`src/rtl/tick_timer.sv`:
```
module tick_timer #(
  parameter int DATA_W = 32
) (
  input  logic              clk,
  input  logic              rst_n,
  input  logic              tick,
  input  logic              wr_en,
  input  logic              wr_sel,
  input  logic [DATA_W-1:0] wr_data,
  input  logic              rd_sel,
  output logic [DATA_W-1:0] rd_data,
  output logic              irq
);
  localparam int PER_W = DATA_W - 4;
  localparam logic [1:0] M_OFF = 2'd0, M_RESTART = 2'd1, M_ONCE = 2'd2, M_CONT = 2'd3;

  logic [DATA_W-1:0] cnt_q;
  logic [PER_W-1:0]  per_q;
  logic              pend_q, ie_q, stop_q;
  logic [1:0]        mode_q;

  wire [DATA_W-1:0] cnt_inc = cnt_q + 1'b1;
  wire running = (mode_q == M_RESTART) || (mode_q == M_CONT) || (mode_q == M_ONCE && !stop_q);
  wire step    = tick && running && !wr_en;
  wire hit     = step && (cnt_inc[PER_W-1:0] == per_q);

  always_ff @(posedge clk) begin
    if (!rst_n) begin
      cnt_q  <= '0;
      per_q  <= '0;
      pend_q <= 1'b0;
      ie_q   <= 1'b0;
      mode_q <= M_OFF;
      stop_q <= 1'b0;
    end else if (wr_en && !wr_sel) begin
      cnt_q <= wr_data;
    end else if (wr_en) begin
      per_q  <= wr_data[PER_W-1:0];
      pend_q <= wr_data[PER_W];
      ie_q   <= wr_data[PER_W+1];
      mode_q <= wr_data[DATA_W-1 -: 2];
      stop_q <= 1'b0;
    end else if (step) begin
      cnt_q <= (hit && mode_q == M_RESTART) ? '0 : cnt_inc;
      if (hit && mode_q == M_ONCE) stop_q <= 1'b1;
      if (hit && ie_q) pend_q <= 1'b1;
    end
  end

  assign rd_data = rd_sel ? {mode_q, ie_q, pend_q, per_q} : cnt_q;
  assign irq     = pend_q && ie_q;
endmodule


```
`config.mk`:
```
export PLATFORM = sky130hd
export DESIGN_NAME = tick_timer
export DESIGN_NICKNAME = d
export VERILOG_FILES = /design/src/rtl/tick_timer.sv
export SDC_FILE = /design/constraint.sdc
export NUM_CORES = 1
export LEC_CHECK = 0
export ABC_CLOCK_PERIOD_IN_PS = 7400
export CAP_MARGIN = 30
export CELL_PAD_IN_SITES_DETAIL_PLACEMENT = 0
export CELL_PAD_IN_SITES_GLOBAL_PLACEMENT = 1
export CORE_MARGIN = 5
export CORE_UTILIZATION = 35
export CTS_CLUSTER_SIZE = 16
export DETAILED_ROUTE_END_ITERATION = 16
export DONT_BUFFER_PORTS = 1
export HOLD_SLACK_MARGIN = 0.06
export PLACE_DENSITY = 0.72
export SLEW_MARGIN = 10
export SYNTH_ARGS = -nofsm -noshare
export SYNTH_HDL_FRONTEND = slang
export SYNTH_SLANG_ARGS = --single-unit
```
`constraint.sdc`:
```
create_clock -name clk -period 7.4 [get_ports clk]
set_clock_uncertainty 0.05 [all_clocks]
set_input_delay 1.48 -clock clk [delete_from_list [all_inputs] [get_ports clk]]
set_output_delay 1.48 -clock clk [all_outputs]
set_load 0.005 [all_outputs]
```
Yosys cells after proc, flatten, opt, wreduce, memory -nomap -nowiden
Index checks and enable logic that the tools add are counted.
{"block": "totals", "out_inout_bits": 33, "in_bits": 38, "reg_bits": 65, "word_cells": 46}
{"block": "classes", "muxes": 11, "reduce_logical": 22, "bitwise": 1, "addsub": 1, "n_eq_ne": 5}
{"cell": "$mux W32", "n": 5}
{"cell": "$add A32 B1 Y32 const B", "n": 1}
{"cell": "$eq A28 B28 Y1", "n": 1}
{"cell": "$logic_and A1 B1 Y1", "n": 9}
{"cell": "$reduce_bool A2 Y1", "n": 4}
{"cell": "$mux W1", "n": 6}
{"cell": "$reduce_and A3 Y1", "n": 2}
{"cell": "$eq A2 B2 Y1 const B", "n": 2}
{"cell": "$reduce_and A2 Y1", "n": 2}
{"cell": "$logic_not A1 Y1", "n": 3}
{"cell": "$eq A2 B1 Y1 const B", "n": 1}
{"cell": "$logic_or A1 B1 Y1", "n": 2}
{"cell": "$ne A2 B1 Y1 const B", "n": 1}
{"cell": "$not A1 Y1", "n": 1}

Depth between registers and ports, before layout
{"block": "depth", "depth_word": 11, "mapped_depth": 11}

Worst setup path before layout
No wires, ideal clock.
{"block": "synth_path", "path_type": "input-to-output", "start": "in rd_sel", "end": "out rd_data[10]", "stages": 3, "arrival_time_ns": 2.526, "n_path_buf": 2, "path_slack_ns": 3.344, "required_ns": 5.870, "cell_sequence": "clkbuf_1 clkbuf_1 mux2_2"}
{"block": "synth_via", "elab_chain_cells": 1}
{"item": "start: declaration", "line_no": "10", "rtl": "input logic rd_sel,"}
{"item": "$mux W32", "line_no": "50", "rtl": "assign rd_data = rd_sel ? {mode_q, ie_q, pend_q, per_q} : cnt_q;"}
{"item": "end: declaration", "line_no": "11", "rtl": "output logic [DATA_W-1:0] rd_data,"}
Every way passes these cells.

Worst setup path in the final report
{"block": "layout_path", "start": "reg cnt_q[0]", "end": "reg cnt_q[23]"}
{"block": "layout_via", "elab_chain_cells": 8}
{"item": "start: declaration", "line_no": "17", "rtl": "logic [DATA_W-1:0] cnt_q;"}
{"item": "start signal: assignment", "line_no": "36", "rtl": "cnt_q <= wr_data;"}
{"item": "start signal: assignment", "line_no": "44", "rtl": "cnt_q <= (hit && mode_q == M_RESTART) ? '0 : cnt_inc;"}
{"item": "$add A32 B1 Y32 *", "line_no": "22", "rtl": "wire [DATA_W-1:0] cnt_inc = cnt_q + 1'b1;"}
{"item": "$eq A28 B28 Y1", "line_no": "25", "rtl": "wire hit = step && (cnt_inc[PER_W-1:0] == per_q);"}
{"item": "$logic_and A1 B1 Y1", "line_no": "25"}
{"item": "$logic_and A1 B1 Y1", "line_no": "44"}
{"item": "$mux W32 *", "line_no": "44"}
{"item": "$mux W32 *", "line_no": "43", "rtl": "end else if (step) begin"}
{"item": "$mux W32 *", "line_no": "37", "rtl": "end else if (wr_en) begin"}
{"item": "$mux W32 *", "line_no": "35", "rtl": "end else if (wr_en && !wr_sel) begin"}
Every way passes the cells marked *; elsewhere a longest branch is shown, timed or not. The select of a mux whose other input is x is not followed.
A chain may end at the register's enable or synchronous reset.

==> flow_summary.toml <==
[clock_tree]
clk_pin_slew_worst_paths_ns = 0.05
cts_repair_resize_count = 0
clock_path_buffers = 2
post-cts-setup-buffers = 0
cts_root_buf = "sky130_fd_sc_hd__clkbuf_16"
htree_num_levels = 3
cts_hold_buf = 0
clkLatencyLatePin_ns = 0.35
tritoncts_num_sinks = 65
cts_tree = "done"
cts_made_buffers = 9

[outcome]
outcome = "completed"

[critical_path]
critPathKind = "reg2reg"
required_time_at_the_endpoint_of_the_critical_path_ns = 7.54
crit_path_end_kind = "register"
cp_data_arrival_time_ns = 4.20
worstRegToRegCells = 9
timing.rr.end = "cnt_q[23]"
worstReg2RegStart = "cnt_q[0]"
timing.reg2reg.setup_slack_ns = 3.34
start_kind = "register"
critical_path.max_fanout = 18
setup.worst_path.end = "cnt_q[23]"
crit_path_start = "cnt_q[0]"

[sta]
min_period_over_period = 0.5480
period_needed_ns = 4.055
worstMarginPinSlew_ns = 0.9044
setup_viol = 0
fin_tns_setup_ns = 0
final-max-slew-violation-count = 0
grt_setup_unrepaired = "no"
maxSlewHeadroom = 0.3924
final_hold_viol_count = 0
clock.fmax_mhz = 246.6

[floorplan]
floorplan.initialDensity = 0.3593
floorplan_die_area_um2 = 16090
die_y_um = 126.8
die-width_um = 126.8
placeableCoreArea_um2 = 13300
rows = 42
num_io_pins = 71

[synthesis]
syn_nets = 691
synthDominantCellAreaShare = 0.2724
synth_top_cell_by_area = "sky130_fd_sc_hd__dfxtp_1"
synth_warnings = 0
synth.ff_latch_count = 65
synth-async-reset-ratio = 0
avgSynthCellArea_um2 = 7.327
syn_area_um2 = 4777
synth-edff-count = 0
syn-instance-count = 652
synth.lib_cells_used.distinct = 65
ys.flop_type = "sky130_fd_sc_hd__dfxtp_1"
synth_seq_area_share = 0.2724
synth.top_cells.by_area = "sky130_fd_sc_hd__dfxtp_1, sky130_fd_sc_hd__nand2_1, sky130_fd_sc_hd__a21oi_1, sky130_fd_sc_hd__mux2_2, sky130_fd_sc_hd__o21ai_0"

[power_and_ir_drop]
pwr_density_cell_nw_per_um2 = 190.2
switching_share = 0.3044
report.power.total_uw = 967.5
seq_power_share = 0.432
pwr-share-clk = 0.396
max-vdd-ir-drop_mv = 0.1036
power_frac_comb = 0.172
netSwitchingPower_uw = 294.5
intPower_uw = 673.0
leakage_nw = 1.735

[layout]
sequential_cell_area_um2 = 1301
final_instance_area_um2 = 5087
area_taken_by_multi_input_logic_gates_um2 = 3213
layout.filler_cells = 1396
layout_cells_sized_above_1 = 0.1143
antenna-diode-count = 0
final_util = 0.3826
design.final.nets = 658
area_growth_syn_to_layout_pct = 6.496

[placed_design]
gp_congestion = 0.9480
dp_hpwl_mm = 11.84
port-buffer-count = 0
detailed_place.area_um2 = 4825

[grt]
grt_overflow = 0
first_global_vias = 4625
grt_pass1_wl_mm = 26.09
grt_start_max_net_pins = 39
antenna_found_initial = 0
grt_use_total = 0.2056

[route]
post_drt_via_cell_ratio = 6.094
wl_per_cell_um = 20.76
dr.first_iter.drc_count = 455
drc = 0
dr.pass1.iters = 5
antenna_left = 0
totalWireLength_mm = 16.55
via_count = 4857

[worst_hold_path]
worstHoldStart = "stop_q"
min_path_type = "reg2reg"

[flow_run]
timing.max_cap.violations = 0
## layer usage
metal	GRT usage	wire (um)	vias up
met5	0	0	-
met4	0.07192	335	0
met3	0.05086	1350	25
met2	0.3204	7558	190
met1	0.2770	7303	2322
li1	-	-	2320
## registers in the layout (all words and copies together) (netlist names)
name and flops:
per_q 28, stop_q 1, cnt_q 32, ie_q 1
pend_q 1, mode_q 2
## cells in the mapped netlist, drive strengths merged (11+ instances only)
| master | number |
|---|---|
| dfxtp | 65 |
| nor4 | 11 |
| nor2 | 22 |
| nand3 | 36 |
| mux2 | 27 |
| xnor2 | 19 |
| xor2 | 16 |
| a21oi | 79 |
| nand2 | 117 |
| o21ai | 52 |
| nand4 | 22 |
| clkbuf | 36 |
| buf | 16 |
## per-stage QoR
step,hold WS (ns),std cells,worst slack [ns]
finish,0.4152,797,3.345
global route,0.4393,797,3.024
CTS,0.4157,796,3.329
detailed placement,0.4079,783,3.190
global placement,0.3912,783,3.226
floorplan,0.3823,652,3.344
## kinds of logic after synthesis
group	Yosys count	synth area share
XOR/XNOR	36	0.06914
adder cells (fa/ha/maj)	1	0.002619
multiplexers	28	0.06574
flip-flops	65	0.2724
buffers and inverters	62	0.05631
AO/OA/AOI/OAI	188	0.2410
AND/OR/NAND/NOR	272	0.2928
## critical path: stages (launching register included)
cell and delay, ns:
sky130_fd_sc_hd__dfxtp_1 0.50, sky130_fd_sc_hd__ha_1 0.34, sky130_fd_sc_hd__nand3_1 0.37, sky130_fd_sc_hd__nor3_1 0.86, sky130_fd_sc_hd__nand3_1 0.31, sky130_fd_sc_hd__xnor2_1 0.28, sky130_fd_sc_hd__and4_1 0.26, sky130_fd_sc_hd__nand4_4 0.35
sky130_fd_sc_hd__nand2_4 0.42, sky130_fd_sc_hd__a2111oi_0 0.16
## power groups by stage
stage / Clock [mW] / Combinational (mW) / Sequential [mW]
6_report: 0.383 / 0.167 / 0.418
5_1_grt: 0.409 / 0.184 / 0.422
4_1_cts: 0.391 / 0.166 / 0.416
3_5_place_dp: 0 / 0.165 / 0.424
3_3_place_gp: 0 / 0.164 / 0.422
2_1_floorplan: 0 / 0.155 / 0.394
## how the worst min path moves through the flow
stage                  end  depth (start not counted)
finish              stop_q                          2
global placement    stop_q                          2
CTS                 stop_q                          2
global route        stop_q                          2
floorplan           stop_q                          2
detailed placement  stop_q                          2
## layout make-up
type	count	share of cell area
Timing Repair Buffer	8	0.01254
Inverter	10	0.007378
Tap cell	176	0.04329
Sequential cell	65	0.2558
Multi-Input combinational cell	525	0.6316
Clock inverter	1	0.0009838
Clock buffer	12	0.04845
## layout by cell type, fill, tap and decap left out, drive strengths merged, types with 3 or more instances in the layout
cell type	instances
nand2b	6
and4	6
nor2b	5
and3	9
buf	8
and2	8
o221ai	3
or4	5
xnor2	19
inv	10
nand3	36
or3	5
o311ai	5
nor4	11
o21ai	52
mux2	27
a21oi	79
nor3	9
a32oi	4
xor2	16
a31oi	9
dfxtp	65
o31ai	6
nor2	22
clkbuf	12
nor3b	3
a2111oi	4
nand4	22
o211ai	10
nand2	117
No activity file was read; power rests on OpenSTA's default activity.
